==> config.mk <==
export PLATFORM = sky130hd
export DESIGN_NAME = mtp_cmd_decoder
export DESIGN_NICKNAME = d
export VERILOG_FILES = /design/src/rtl/mtp_cmd_pkg.sv /design/src/rtl/mtp_strobe_sync.sv /design/src/rtl/mtp_cmd_fsm.sv /design/src/rtl/mtp_read_path.sv /design/src/rtl/mtp_cmd_decoder.sv
export SDC_FILE = /design/constraint.sdc
export NUM_CORES = 1
export LEC_CHECK = 0
export ABC_CLOCK_PERIOD_IN_PS = 4200
export BUFFER_PORTS_ARGS = -buffer_cell sky130_fd_sc_hd__buf_2
export CORE_UTILIZATION = 55
export DETAILED_ROUTE_END_ITERATION = 7
export GPL_ROUTABILITY_DRIVEN = 0
export GPL_TIMING_DRIVEN = 0
export PLACE_DENSITY = 0.85
export SYNTH_ARGS = -nofsm -noshare
export SYNTH_HDL_FRONTEND = slang
export SYNTH_SLANG_ARGS = --single-unit
==> constraint.sdc <==
create_clock -name clk -period 4.2 [get_ports clk]
set_clock_uncertainty 0.1 [all_clocks]
set_input_delay 1.26 -clock clk [delete_from_list [all_inputs] [get_ports clk]]
set_output_delay 1.26 -clock clk [all_outputs]
set_load 0.05 [all_outputs]
==> src/rtl/mtp_cmd_pkg.sv <==
package mtp_cmd_pkg;

   typedef enum logic [2:0] {
      M_READ    = 3'd0,
      M_ERS_SET = 3'd1,
      M_ERS     = 3'd2,
      M_ERS_VFY = 3'd3,
      M_PGM_SET = 3'd4,
      M_PGM     = 3'd5,
      M_PGM_VFY = 3'd6,
      M_IDENT   = 3'd7
   } mode_t;

   localparam logic [7:0] K_READ  = 8'h00;
   localparam logic [7:0] K_ERASE = 8'h20;
   localparam logic [7:0] K_EVFY  = 8'hA0;
   localparam logic [7:0] K_PGM   = 8'h40;
   localparam logic [7:0] K_PVFY  = 8'hC0;
   localparam logic [7:0] K_RST   = 8'hFF;
   localparam logic [7:0] K_IDENT = 8'h90;

endpackage

==> src/rtl/mtp_strobe_sync.sv <==
module mtp_strobe_sync #(
   parameter int STAGES = 2
) (
   input  logic clk,
   input  logic rst,
   input  logic ce_n,
   input  logic oe_n,
   input  logic we_n,
   input  logic hv_ok,
   output logic ce_s,
   output logic oe_s,
   output logic we_s,
   output logic hv_s
);
   localparam logic [3:0] IDLE_VAL = 4'b1110;

   logic [3:0] raw;
   logic [3:0] synced;

   assign raw = {ce_n, oe_n, we_n, hv_ok};

   if (STAGES == 0) begin : g_direct
      assign synced = raw;
   end else begin : g_chain
      logic [3:0] pipe [STAGES];
      always_ff @(posedge clk) begin
         if (rst) begin
            for (int i = 0; i < STAGES; i++) pipe[i] <= IDLE_VAL;
         end else begin
            pipe[0] <= raw;
            for (int i = 1; i < STAGES; i++) pipe[i] <= pipe[i-1];
         end
      end
      assign synced = pipe[STAGES-1];
   end

   assign {ce_s, oe_s, we_s, hv_s} = synced;

endmodule

==> src/rtl/mtp_cmd_fsm.sv <==
module mtp_cmd_fsm
   import mtp_cmd_pkg::*;
#(
   parameter int ADDR_W = 17,
   parameter int DATA_W = 8
) (
   input  logic              clk,
   input  logic              rst,
   input  logic              ce_s,
   input  logic              we_s,
   input  logic              hv_s,
   input  logic [ADDR_W-1:0] addr,
   input  logic [DATA_W-1:0] din,
   output mode_t             mode,
   output logic              err_flag,
   output logic              prog_pulse,
   output logic              erase_pulse,
   output logic [ADDR_W-1:0] prog_addr,
   output logic [DATA_W-1:0] prog_data,
   output logic [ADDR_W-1:0] ver_addr
);
   logic              wr_now, wr_prev, wr_start, wr_end;
   logic [ADDR_W-1:0] addr_lat;
   mode_t             nxt_mode;
   logic              bad_cmd, go_pgm, go_ers, set_ver;

   assign wr_now   = ~ce_s & ~we_s;
   assign wr_start = wr_now & ~wr_prev;
   assign wr_end   = ~wr_now & wr_prev;

   always_comb begin
      nxt_mode = mode;
      bad_cmd  = 1'b0;
      go_pgm   = 1'b0;
      go_ers   = 1'b0;
      set_ver  = 1'b0;
      if (mode == M_PGM_SET) begin
         nxt_mode = M_PGM;
         go_pgm   = 1'b1;
      end else if (mode == M_ERS_SET && din == K_ERASE) begin
         nxt_mode = M_ERS;
         go_ers   = 1'b1;
      end else begin
         case (din)
            K_READ, K_RST: nxt_mode = M_READ;
            K_ERASE:       nxt_mode = M_ERS_SET;
            K_EVFY: begin
               nxt_mode = M_ERS_VFY;
               set_ver  = 1'b1;
            end
            K_PGM:         nxt_mode = M_PGM_SET;
            K_PVFY:        nxt_mode = M_PGM_VFY;
            K_IDENT:       nxt_mode = M_IDENT;
            default:       bad_cmd  = 1'b1;
         endcase
      end
   end

   always_ff @(posedge clk) begin
      if (rst) begin
         wr_prev     <= 1'b0;
         addr_lat    <= '0;
         mode        <= M_READ;
         err_flag    <= 1'b0;
         prog_pulse  <= 1'b0;
         erase_pulse <= 1'b0;
         prog_addr   <= '0;
         prog_data   <= '0;
         ver_addr    <= '0;
      end else begin
         wr_prev     <= wr_now;
         prog_pulse  <= 1'b0;
         erase_pulse <= 1'b0;
         if (wr_start) addr_lat <= addr;
         if (!hv_s) begin
            mode <= M_READ;
         end else if (wr_end) begin
            mode <= nxt_mode;
            if (bad_cmd) err_flag <= 1'b1;
            if (go_pgm) begin
               prog_pulse <= 1'b1;
               prog_addr  <= addr_lat;
               prog_data  <= din;
            end
            if (go_ers) erase_pulse <= 1'b1;
            if (set_ver) ver_addr <= addr_lat;
         end
      end
   end

   // without the supply flag the block falls back to read and starts nothing
   p_hv_forces_read_r2: assert property (@(posedge clk) disable iff (rst)
      !hv_s |=> (mode == M_READ && !prog_pulse && !erase_pulse));

   // the program start lasts a single cycle and follows program set-up
   p_prog_single_r5: assert property (@(posedge clk) disable iff (rst)
      prog_pulse |=> !prog_pulse);
   p_prog_from_setup_r5: assert property (@(posedge clk) disable iff (rst)
      prog_pulse |-> $past(mode) == M_PGM_SET);

   // a bulk erase only starts from erase set-up
   p_erase_from_setup_r4: assert property (@(posedge clk) disable iff (rst)
      erase_pulse |-> $past(mode) == M_ERS_SET);

   // the error flag never clears on its own
   p_err_sticky_r9: assert property (@(posedge clk) disable iff (rst)
      err_flag |=> err_flag);

endmodule

==> src/rtl/mtp_read_path.sv <==
module mtp_read_path
   import mtp_cmd_pkg::*;
#(
   parameter int          ADDR_W   = 17,
   parameter int          DATA_W   = 8,
   parameter logic [7:0]  MFR_CODE = 8'hC2,
   parameter logic [7:0]  DEV_CODE = 8'hCF
) (
   input  mode_t             mode,
   input  logic              ce_s,
   input  logic              oe_s,
   input  logic              we_s,
   input  logic [ADDR_W-1:0] addr,
   input  logic [ADDR_W-1:0] prog_addr,
   input  logic [ADDR_W-1:0] ver_addr,
   input  logic [DATA_W-1:0] arr_data,
   output logic [ADDR_W-1:0] arr_addr,
   output logic [DATA_W-1:0] dout,
   output logic              dout_oe
);
   logic [DATA_W-1:0] sel_data;

   always_comb begin
      case (mode)
         M_PGM_VFY: arr_addr = prog_addr;
         M_ERS_VFY: arr_addr = ver_addr;
         default:   arr_addr = addr;
      endcase
   end

   always_comb begin
      if (mode == M_IDENT) sel_data = addr[0] ? DEV_CODE : MFR_CODE;
      else                 sel_data = arr_data;
   end

   assign dout_oe = ~ce_s & ~oe_s & we_s;
   assign dout    = dout_oe ? sel_data : '0;

endmodule

==> src/rtl/mtp_cmd_decoder.sv <==
module mtp_cmd_decoder
   import mtp_cmd_pkg::*;
#(
   parameter int         ADDR_W      = 17,
   parameter int         DATA_W      = 8,
   parameter int         SYNC_STAGES = 2,
   parameter logic [7:0] MFR_CODE    = 8'hC2,
   parameter logic [7:0] DEV_CODE    = 8'hCF
) (
   input  logic              clk,
   input  logic              rst,
   input  logic              ce_n,
   input  logic              oe_n,
   input  logic              we_n,
   input  logic              hv_ok,
   input  logic [ADDR_W-1:0] addr,
   input  logic [DATA_W-1:0] din,
   input  logic [DATA_W-1:0] arr_data,
   output logic [ADDR_W-1:0] arr_addr,
   output logic [DATA_W-1:0] dout,
   output logic              dout_oe,
   output logic [2:0]        mode,
   output logic              err_flag,
   output logic              prog_pulse,
   output logic              erase_pulse,
   output logic [ADDR_W-1:0] op_addr,
   output logic [DATA_W-1:0] op_data
);
   if (DATA_W != 8) begin : g_bad_data_w
      $error("mtp_cmd_decoder: command bytes need DATA_W of 8");
   end
   if (ADDR_W < 2) begin : g_bad_addr_w
      $error("mtp_cmd_decoder: ADDR_W must be at least 2");
   end
   if (SYNC_STAGES < 0 || SYNC_STAGES > 4) begin : g_bad_sync
      $error("mtp_cmd_decoder: SYNC_STAGES must lie in 0..4");
   end

   logic              ce_s, oe_s, we_s, hv_s;
   mode_t             mode_q;
   logic [ADDR_W-1:0] ver_addr;

   mtp_strobe_sync #(.STAGES(SYNC_STAGES)) u_sync (
      .clk(clk), .rst(rst),
      .ce_n(ce_n), .oe_n(oe_n), .we_n(we_n), .hv_ok(hv_ok),
      .ce_s(ce_s), .oe_s(oe_s), .we_s(we_s), .hv_s(hv_s)
   );

   mtp_cmd_fsm #(.ADDR_W(ADDR_W), .DATA_W(DATA_W)) u_fsm (
      .clk(clk), .rst(rst),
      .ce_s(ce_s), .we_s(we_s), .hv_s(hv_s),
      .addr(addr), .din(din),
      .mode(mode_q), .err_flag(err_flag),
      .prog_pulse(prog_pulse), .erase_pulse(erase_pulse),
      .prog_addr(op_addr), .prog_data(op_data), .ver_addr(ver_addr)
   );

   mtp_read_path #(
      .ADDR_W(ADDR_W), .DATA_W(DATA_W),
      .MFR_CODE(MFR_CODE), .DEV_CODE(DEV_CODE)
   ) u_rd (
      .mode(mode_q), .ce_s(ce_s), .oe_s(oe_s), .we_s(we_s),
      .addr(addr), .prog_addr(op_addr), .ver_addr(ver_addr),
      .arr_data(arr_data), .arr_addr(arr_addr),
      .dout(dout), .dout_oe(dout_oe)
   );

   assign mode = mode_q;

   // read data is never driven while a write strobe is low
   p_no_drive_in_write_r8: assert property (@(posedge clk) disable iff (rst)
      !we_s |-> !dout_oe);

endmodule

-- Word-level counts from Yosys, hierarchy flattened
Memory sizes are Yosys's and may differ from the RTL's.
Cells that the tools add are included.
- mux-type cells: 23
- $mul: 0
- shift operators: 0
- div/mod/pow operators: 0
- bitwise operators: 14
- $add $sub $neg: 0
- reductions and logical operators: 11
- $lt $le $gt $ge: 0
- equality and inequality tests: 11
- operators by type and width (kind ; number):
    $pmux W17 S2 ; 1
    $eq A8 B8 Y1 const B ; 4
    $pmux W3 S6 ; 1
    $mux W8 ; 2
    $mux W1 ; 14
    $mux W4 ; 3
    $eq A3 B3 Y1 const B ; 3
    $reduce_and A3 Y1 ; 3
    $eq A8 B6 Y1 const B ; 1
    $eq A8 B7 Y1 const B ; 1
    $logic_not A8 Y1 ; 1
    $reduce_bool A8 Y1 ; 1
    $not A1 Y1 ; 7
    $reduce_or A7 Y1 ; 1
    $mux W3 ; 2
    $and A1 B1 Y1 ; 5
    $reduce_or A2 Y1 ; 2
    $eq A3 B1 Y1 const B ; 1
    $eq A3 B2 Y1 const B ; 1
    $reduce_or A3 Y1 ; 1
    $or A1 B1 Y1 ; 2
    $reduce_and A2 Y1 ; 1
    $logic_and A1 B1 Y1 ; 1
- register bits: 66
- input bits: 39
- memory bits (writable): 8
- logic and storage cells: 69
- memory bits (read-only): 0
- memories: 1
- latch bits: 0
- memories (memory ; words ; bits a word ; rd ports ; clocked after Yosys merged registers in ; wr ports ; RTL line ; text):
    u_sync.g_chain.pipe ; 2 ; 4 ; 2 ; 0 ; 2 ; mtp_strobe_sync.sv:25 ; logic [3:0] pipe [STAGES];

-- Logic depth before layout (Yosys ltp)
Gate-level depths: netlist of the first run.
An unclocked memory read counts as a cell.
- depth after elaboration: 7
- mapped depth: 8

-- By module
A second synthesis of the first run with hierarchy kept.
- cell total of the unflattened synthesis: 376
- area total of the unflattened synthesis: 3159.3 sq um
- by module, submodules not included (module ; cells each ; area an instance (sq um) ; instances):
    mtp_cmd_fsm ; 296 ; 2477.4 ; 1
    mtp_read_path ; 64 ; 471.7 ; 1
    mtp_strobe_sync ; 16 ; 210.2 ; 1

-- Worst setup path after synthesis of the first run
No wires, ideal clock.
- path kind: input -> output
- from: input port addr[0]
- to: output port dout[0]
- path buffers: 0
- stages: 2
- arrival: 2.093 ns
- slack: 0.747 ns
- path through: nand2_1 a21oi_1
- cells in the longest elaborated chain, start to end: 3
- RTL lines (element ; RTL line ; text):
    start, declared ; mtp_cmd_decoder.sv:16 ; input logic [ADDR_W-1:0] addr,
    $mux W4 ; mtp_read_path.sv:32 ; if (mode == M_IDENT) sel_data = addr[0] ? DEV_CODE : MFR_CODE;
    $mux W8 ; mtp_read_path.sv:32 ;
    $mux W8 ; mtp_read_path.sv:37 ; assign dout = dout_oe ? sel_data : '0;
    end, declared ; mtp_cmd_decoder.sv:20 ; output logic [DATA_W-1:0] dout,
No other way between the ends.

-- Worst setup path in the final report of the first run
- from: register u_fsm.mode[2]
- to: output port arr_addr[13]
- cells in the longest elaborated chain, start to end: 2
- elaborated cells between the ends (all ways): 3
- RTL lines (element ; RTL line ; text):
    start, declared ; mtp_cmd_fsm.sv:14 ; output mode_t mode,
    start signal, assigned ; mtp_cmd_fsm.sv:78 ; mode <= nxt_mode;
    $eq A3 B2 Y1 / $eq A3 B3 Y1 (equally long branches) ; mtp_read_path.sv:24 ; case (mode)
    $pmux W17 S2 * ; mtp_read_path.sv:24 ;
    end, declared ; mtp_cmd_decoder.sv:19 ; output logic [ADDR_W-1:0] arr_addr,
Mark *: on every way between the ends. The rest lies on a longest branch, timed or not.

==> results of run 1 <==
[worst max path at each step]
stage / from / end / slack, ps / depth (start not counted)
finish: u_fsm.mode[2] / arr_addr[13] / 320 / 7
detailed placement: u_fsm.mode[2] / arr_addr[13] / 720 / 7
global route: u_fsm.mode[2] / arr_addr[10] / 140 / 7
CTS: u_fsm.mode[2] / arr_addr[13] / 330 / 7
global placement: u_fsm.mode[2] / arr_addr[14] / 810 / 7
floorplan: addr[0] / dout[0] / 750 / 2
[metal layers]
metal,vias up,global-route usage,share of wire
met5,-,0,0
met4,0,0.1472,0.030
met3,23,0.05119,0.070
met2,140,0.4858,0.50
met1,1463,0.3346,0.40
li1,1516,-,-
[sequential cells by signal, summed over array words and instances (netlist names)]
name and flops:
u_fsm.erase_pulse 1, u_fsm.prog_addr 17, u_fsm.ver_addr 17, u_fsm.err_flag 1
u_fsm.mode 3, u_fsm.wr_prev 1, u_fsm.prog_data 8, u_fsm.addr_lat 17
u_fsm.prog_pulse 1, u_sync.g_chain.pipe 8
[worst register-to-register path: stages (launching register included)]
cell and delay, ps:
dfxtp_1 340, buf_2 200, nor3b_2 300, nand3_1 350
clkbuf_1 370, nand2_1 150, a21oi_1 70
[logic make-up after synthesis]
kind of cell | Yosys count
xor+xnor | 1
simple gates | 192
flops | 74
buf+inv | 31
compound gates | 79
mux | 17
[Yosys cell counts (2+ instances only)]
library cell  count
a21oi_1          48
o21ai_0           5
nand3_1           3
clkbuf_1         18
a22oi_1          17
inv_1             5
buf_2             6
nand4_1           2
nand2b_1          2
nor3_1            2
nor2_1           32
a211oi_1          3
nor2b_1           3
and3_1            4
dfxtp_1          74
nor3b_2           2
mux2i_1          17
or2_2             6
nand2_1         128
[layout make-up]
type | count | area (um2)
inverter | 5 | 18.77
multi-input combinational | 289 | 1486
timing repair buffer | 91 | 455.4
clock inverter | 5 | 100.1
sequential | 74 | 1481
tap | 72 | 90.09
buffer | 26 | 128.9
fill | 444 | 1560
clock buffer | 11 | 151.4
[cell usage in the layout, fill, tap and decap left out, drive strengths merged, types with 2 or more instances in the layout]
cell | netlist | routed
nor2 | 33 | 33
a211oi | 3 | 3
clkbuf | 18 | 29
buf | 8 | 99
nor3b | 3 | 3
mux2i | 17 | 17
nor3 | 3 | 3
nor2b | 3 | 3
nand4 | 3 | 3
clkinv | 0 | 2
inv | 5 | 5
o21ai | 5 | 5
nand2b | 2 | 2
or2 | 6 | 6
a22oi | 17 | 17
a21oi | 48 | 48
nand3 | 3 | 3
dfxtp | 74 | 74
bufinv | 0 | 3
nand2 | 128 | 128
and3 | 4 | 4
[through the flow]
stage,worst slack [ps],instances
4_1_cts,332.1,573
3_3_place_gp,806.3,557
3_5_place_dp,724.0,557
2_1_floorplan,746.5,394
5_1_grt,141.6,573
6_report,315.5,573
[where the power goes]
| part | switching (mW) | internal [mW] |
|---|---|---|
| clock | 0.253 | 0.425 |
| sequential | 0.00316 | 0.706 |
| combinational | 0.0732 | 0.0307 |
==> run metrics, run 1 <==
count of different cell masters after synthesis 36; WS Path Type reg -> out; max-slew headroom at the worst pin 0.4613; Area contributors post-synth dfxtp_1 48%, nand2_1 15%, a21oi_1 7.7%, mux2i_1 5.5%, a22oi_1 4.1%; async set-reset flop share out of synthesis 0; Detailed Routing Iterations Pass 1 5; cells along the critical path buf_2 -> nand2_1 -> nor2_1 -> clkbuf_1 -> a22oi_1 -> nand2_1 -> buf_2; GRT Total Usage 0.2831; final setup violation count 0; post-placement cell area 3661 um2; Residual DRC 0; top_reg_cell synth dfxtp_1; area share of fa/ha/maj cells after synthesis 0; FMAX 257.4 MHz; post_cts resized 0; worst hold path startpoint u_sync.g_chain.pipe[0][1]; post-CTS setup buffers 0; Reg-to-Reg Start u_fsm.mode[2]; row cnt 27; Slew @ Worst Pin 805.0 ps; Yosys reg bits 74; DP HPWL 5800 um; Cell Pwr Density 381.0 nW/um2; wirelength, routed 8160 um; Hold-fix buffers, CTS 0; Nets 535; leading area contributor after synthesis dfxtp_1; layout cell share with drive strength beyond 1 0.2575; worst path required time 2840 ps; total grt overflow 0; Core Region 5473 um2; Hold Path Sink u_sync.g_chain.pipe[0][5]; Syn Nets 433; clock root buffer clkbuf_8; CTS buffer count 9; cells after synthesis 394; Clock Sink Count 74; initial core utilization 0.5693; LEAKAGE 1.821 nW; Power, Total 1.490 mW; clock transition at the registers of the reported paths 70 ps; setup TNS 0 ps; Avg Cell Area, Syn 7.907 um2; die footprint 5970 um2; Starting DRT DRC Count 231; RR Endpoint u_fsm.prog_data[7]; # diodes 0; CP Capture Type primary output; post-synthesis sequential area ratio 0.4755; max incr delay on CP 620 ps; run status finished, final reports clean; Clock Latency Late Sink 350 ps; antenna viol nets, final 0; DR vias 3142; top cell family by delay on the critical path buffers and inverters; chip height 77.27 um; critical path arrival 2520 ps; Die X 77.27 um; maximum clock path buffer count 2; via/cell ratio 5.483; mux cell area share after synthesis 0.05462; min Tclk post-route 3884 ps; CP Launch Type register; HP Class reg -> reg; Compound-Gate Fraction of Synth Area 0.1510; CP max FO 10; CTS H-tree lvls 3; Crit-path slowest cell nor2_1; final hold violation count 0; hold path depth 1; DR WL/cell 14.24 um; fin. max-slew vios 0; Final Util 0.7149; CP bufs+invs 3; number of synthesized flops with an enable pin 0; Worst R2R Path Depth 6; largest family of logic cells by synthesized area simple AND/OR/NAND/NOR gates; I/O Buffers 91; simple-gate area share of the yosys netlist 0.2687; number of global-route vias before repair 2931; FF-to-FF setup slack 2200 ps; largest net degree at the start of global routing 13; boundary pin count 96; unrepaired setup endpoints after global routing no; Max Cap Viol 0; post-synth top area share 0.4755; Synth Cell Area 3115 um2; first-pass GRT wire length 13230 um; CTS tree done; yosys warns 0; ratio of final minimum period to clock period 0.9249; Post-Synth XOR/XNOR Area 0.002811; Fin Hold WS 309.3 ps; initial antenna violation count 0; Worst VDD drop 0.2651 mV; area delta synth->final 25.58%; Design Area, Final 3913 um2
No activity file was read; power rests on OpenSTA's default activity.
==> run 2, diff against run 1 <==
REMOVE_ABC_BUFFERS = 1   (was not set)
==> run 2 against run 1 <==
  * Sequential power barely moved
  * Via count fell by 6.9%
  * Highest routed layer unchanged
  * Core utilization fell by 2.7 points
  * Sequential share of layout area rose by 1.5 points
  * Final area fell by 3.8%
==> run metrics, run 2 (synthesis gave the netlist of run 1 again) <==
Worst R2R Path Depth 4 (-2); largest net degree at the start of global routing 72 (+59); via/cell ratio 5.310 (-3.2%); Starting DRT DRC Count 237 (+2.6%); LEAKAGE 1.744 nW (-4.3%); Cells after DPL 535 (-3.9%); CTS H-tree lvls 3 (unchanged); CP Capture Type primary output; max-slew headroom at the worst pin 0.1952 (-0.2662); final hold violation count 0 (unchanged); Cell Pwr Density 363.6 nW/um2 (-4.6%); wirelength, routed 7345 um (-10%); Clock Latency Late Sink 350 ps (about the same); most frequent cells in the layout 128 x nand2_1, 95 x buf_2, 74 x dfxtp_1; layout cell share with drive strength beyond 1 0.2610 (+0.003475); top cell family by delay on the critical path simple AND/OR/NAND/NOR gates; largest registers u_fsm.addr_lat: 17 flops, u_fsm.prog_addr: 17 flops, u_fsm.ver_addr: 17 flops; initial antenna violation count 0 (unchanged); GRT Total Usage 0.2613 (-0.02184); unrepaired setup endpoints after global routing no; HP Class reg -> reg; Power, Total 1.368 mW (-8.2%); Clock Sink Count 74 (unchanged); Core Region 5473 um2 (unchanged); cells along the critical path inv_1 -> nor3b_4 -> nor2_2 -> nand2_1 -> nand2_1 -> buf_2; FF-to-FF setup slack 1900 ps (-300 ps); DR vias 2926 (-6.9%); setup ws final 306.9 ps (-8.597 ps); FMAX 256.9 MHz (-0.22%); worst hold path startpoint u_sync.g_chain.pipe[0][3]; P_sw 337.6 uW (+2.6%); antenna viol nets, final 0 (unchanged); clock transition at the registers of the reported paths 80 ps (about the same); # fillers 477 (+7.4%); DR WL/cell 13.33 um (-6.4%); Final Util 0.6877 (-0.02721); Fin Hold WS 308.6 ps (-0.7220 ps); Worst VDD drop 0.2086 mV (-21%); setup TNS 0 ps (unchanged); CTS buffer count 9 (unchanged); Hold Path Sink u_sync.g_chain.pipe[0][7]; WS Path Type reg -> out; CP bufs+invs 2 (-1); Switching Share 0.2468 (+0.02604); row cnt 27 (unchanged); CP Launch Type register; # diodes 0 (unchanged); combinational power share 0.073 (+0.003); Clock power frac 0.409 (-0.046); initial core utilization 0.5693 (unchanged); multi-input logic area 1495 um2 (+0.59%); RR Endpoint u_fsm.prog_data[5]; first-pass GRT wire length 12250 um (-7.4%); I/O Buffers 95 (+4.4%); chip height 77.27 um (unchanged); sequential cell area 1481 um2 (unchanged); Slew @ Worst Pin 1201 ps (+395.7 ps); CTS tree done; Detailed Routing Iterations Pass 1 5 (unchanged); Max Cap Viol 0 (unchanged); boundary pin count 96 (unchanged); area delta synth->final 20.80%; max incr delay on CP 760 ps (+140 ps); Reg-to-Reg Start u_fsm.mode[2]; critical path arrival 2530 ps (about the same); post-CTS setup buffers 0 (unchanged); Residual DRC 0 (unchanged); worst path required time 2840 ps (about the same); Seq pwr share 0.518 (+0.042); total grt overflow 0 (unchanged); Die X 77.27 um (unchanged); die footprint 5970 um2 (unchanged); ratio of final minimum period to clock period 0.9269 (+0.002047); run status finished, final reports clean; Design Area, Final 3764 um2 (-3.8%); final setup violation count 0 (unchanged); post-placement cell area 3552 um2 (-3.0%); Internal 1.031 mW (-11%); clock root buffer clkbuf_8; min Tclk post-route 3893 ps (+8.597 ps); Nets 513 (-4.1%); Crit-path slowest cell nor3b_4; CP max FO 18 (+8); fin. max-slew vios 0 (unchanged); Post-Place Worst Slack 323.2 ps (-400.7 ps); maximum clock path buffer count 2 (unchanged); Post-Layout Cell Count 551 (-3.8%); number of global-route vias before repair 2720 (-7.2%); CP most frequent cell nand2_1; commonest non-fill, non-tap cell in the layout nand2_1; hold path depth 1 (unchanged); DP HPWL 4701 um (-19%)
run 2: worst reg2reg max path: cells and delay by family, from the launching register on:
family	cells	cell delay (ps)
compound gates	1	100
flops	1	510
simple gates	3	1430
run 2: power groups by stage:
stage | clock [mW] | combinational (mW) | sequential [mW]
floorplan | 0 | 0.0539 | 0.725
finish | 0.559 | 0.0999 | 0.709
global placement | 0 | 0.0981 | 0.725
CTS | 0.567 | 0.0997 | 0.709
global route | 0.601 | 0.108 | 0.710
detailed placement | 0 | 0.0993 | 0.725
run 2: layout make-up:
type | count | area share
clock buffer | 11 | 0.03757
timing repair buffer | 95 | 0.1263
multi-input combinational | 289 | 0.3973
clock inverter | 5 | 0.01629
tap | 72 | 0.02394
sequential | 74 | 0.3936
inverter | 5 | 0.004987
run 2: routing by layer:
metal	track usage	share of wire	vias up
met5	0	0	-
met4	0.1321	0.021	0
met3	0.06429	0.068	15
met2	0.4195	0.49	115
met1	0.3239	0.42	1326
li1	-	-	1470
run 2: how the worst max path moves through the flow:
stage	start	endpoint	slack [ps]	cells after the start
after floorplan	u_fsm.mode[1]	arr_addr[0]	640	5
after CTS	u_fsm.mode[1]	arr_addr[9]	300	6
final	u_fsm.mode[1]	arr_addr[9]	310	6
after detailed placement	u_fsm.mode[1]	arr_addr[9]	320	6
after global placement	u_fsm.mode[1]	arr_addr[14]	330	6
after global routing	u_fsm.mode[1]	arr_addr[9]	10	6
run 2: repair_timing:
item / 4_1_cts / 5_1_grt
resized for setup: 2 / 0
hold buffers: 0 / 0
endpoints found under the setup margin: 17 / 0
==> run 3, diff against run 2 <==
CORE_UTILIZATION = 45   (was 55)
PLACE_DENSITY = 0.72   (was 0.85)
==> run 3 against run 2 <==
  * Register-to-register slack worse by 60 ps
  * Clock-buffer cell count stayed put
  * Core utilization is 11 points lower
  * Sequential power hardly changed
  * Critical endpoint is now arr_addr[7]
==> run metrics, run 3 (synthesis gave the netlist of run 1 again) <==
Seq pwr share 0.502 (-0.016); setup TNS 0 ps (unchanged); CTS tree done; cell count along the critical path 6 (unchanged); fin. max-slew vios 0 (unchanged); worst path required time 2840 ps (about the same); Clock Latency Late Sink 340 ps (about the same); antenna viol nets, final 0 (unchanged); I/O Buffers 95 (unchanged); Crit-path slowest cell nor3b_4; LEAKAGE 1.749 nW (+0.29%); CP Launch Type register; # diodes 0 (unchanged); CP most frequent cell nand2_1; Residual DRC 0 (unchanged); post-placement cell area 3561 um2 (+0.25%); Clock power frac 0.428 (+0.019); DP HPWL 4719 um (+0.38%); max incr delay on CP 800 ps (+40 ps); row cnt 29 (+7.4%); CP bufs+invs 2 (unchanged); Detailed Routing Iterations Pass 1 4 (-1); Clock Sink Count 74 (unchanged); chip height 85.21 um (+10%); max layer used met4; unrepaired setup endpoints after global routing no; Max Cap Viol 0 (unchanged); metal2 WL 3516 um (-2.9%); combinational power share 0.070 (-0.003); total grt overflow 0 (unchanged); Die X 85.21 um (+10%); via/cell ratio 5.158 (-2.9%); CTS buffer count 9 (unchanged); commonest non-fill, non-tap cell in the layout nand2_1; wirelength, routed 7458 um (+1.5%); largest registers u_fsm.addr_lat: 17 flops, u_fsm.prog_addr: 17 flops, u_fsm.ver_addr: 17 flops; Starting DRT DRC Count 213 (-10%); # fillers 623 (+31%); Internal 1.085 mW (+5.2%); top cell family by delay on the critical path simple AND/OR/NAND/NOR gates; DR WL/cell 13.41 um (+0.63%); final setup violation count 0 (unchanged); FMAX 252.9 MHz (-1.6%); CTS H-tree lvls 3 (unchanged); hold path depth 1 (unchanged); wire length on met3 389 um (-22%); critical path arrival 2590 ps (+60 ps); area delta synth->final 21.53%; sequential cell area 1481 um2 (unchanged); Cell Pwr Density 373.0 nW/um2 (+2.6%); first-pass GRT wire length 12080 um (-1.5%); ratio of final minimum period to clock period 0.9416 (+0.01468); most frequent cells in the layout 128 x nand2_1, 95 x buf_2, 74 x dfxtp_1; min Tclk post-route 3955 ps (+61.66 ps); multi-input logic area 1495 um2 (unchanged); final hold violation count 0 (unchanged); boundary pin count 96 (unchanged); WS Path Type reg -> out; die footprint 7260 um2 (+22%); CP Capture Type primary output; number of global-route vias before repair 2644 (-2.8%); Switching Share 0.2318 (-0.01491); Core Region 6531 um2 (+19%); max-slew headroom at the worst pin 0.1957 (+0.0004740); Cells after DPL 540 (+0.93%); maximum clock path buffer count 2 (unchanged); Design Area, Final 3786 um2 (+0.60%); HP Class reg -> reg; clock transition at the registers of the reported paths 80 ps (about the same); post-CTS setup buffers 0 (unchanged); M1 wire length 3433 um (+12%); Power, Total 1.412 mW (+3.2%); largest net degree at the start of global routing 72 (unchanged); P_sw 327.4 uW (-3.0%); initial antenna violation count 0 (unchanged); clock root buffer clkbuf_8; layout cell share with drive strength beyond 1 0.2610 (unchanged); cells along the critical path inv_1 -> nor3b_4 -> nor2_2 -> nand2_1 -> nand2_1 -> buf_2; Worst VDD drop 0.2030 mV (-2.7%); run status finished, final reports clean; Worst R2R Path Depth 4 (unchanged); Slew @ Worst Pin 1207 ps (+5.831 ps); GRT Total Usage 0.2135 (-0.04775); Nets 513 (unchanged); Final Util 0.5797 (-0.1080); initial core utilization 0.4770 (-0.09226); Post-Layout Cell Count 556 (+0.91%); DR vias 2868 (-2.0%); CP max FO 18 (unchanged)
-- run 3: cell types whose count changed in the layout (fill, tap and decap cells not counted), sizes merged --
cell      delta
clkinvlp     +1
bufinv       +1
inv          -2
-- run 3: final cells by class --
cell class	count	share of cell area
Sequential cell	74	0.3913
Multi-Input combinational cell	289	0.3949
Tap cell	77	0.02545
Clock buffer	11	0.03734
Timing Repair Buffer	95	0.1256
Inverter	5	0.004957
Clock inverter	5	0.02049
-- run 3: final timing paths --
| path | slack (ps) | from | to |
|---|---|---|---|
| setup reg to reg | 1840 | u_fsm.mode[2] | u_fsm.prog_addr[12] |
| setup / recovery | 250 | u_fsm.mode[1] | arr_addr[7] |
| hold / removal | 310 | u_sync.g_chain.pipe[0][3] | u_sync.g_chain.pipe[0][7] |
| hold reg to reg | 310 | u_sync.g_chain.pipe[0][3] | u_sync.g_chain.pipe[0][7] |
-- run 3: repair_timing --
item | CTS | global route
hold buffers | 0 | 0
endpoints found under the setup margin | 17 | 0
resized for setup | 1 | 0
-- run 3: stage by stage --
stage | hold slack [ps] | worst slack [ps]
after global placement | 291.4 | 193.4
after CTS | 309.4 | 219.2
final | 309.9 | 245.3
after floorplan | 289.5 | 640.5
after detailed placement | 293.2 | 216.8
after global routing | 330.5 | 49.02
-- run 3: layer usage --
layer / up-vias / track usage
li1: 1467 / -
met1: 1312 / 0.2732
met2: 81 / 0.3409
met3: 8 / 0.05156
met4: 0 / 0.09861
met5: - / 0
-- run 3: power groups by stage --
stage	Combinational [mW]	Sequential, mW	Clock (mW)
CTS	0.0999	0.709	0.615
global route	0.107	0.709	0.648
detailed placement	0.0995	0.725	0
finish	0.0995	0.709	0.604
floorplan	0.0539	0.725	0
global placement	0.0986	0.725	0
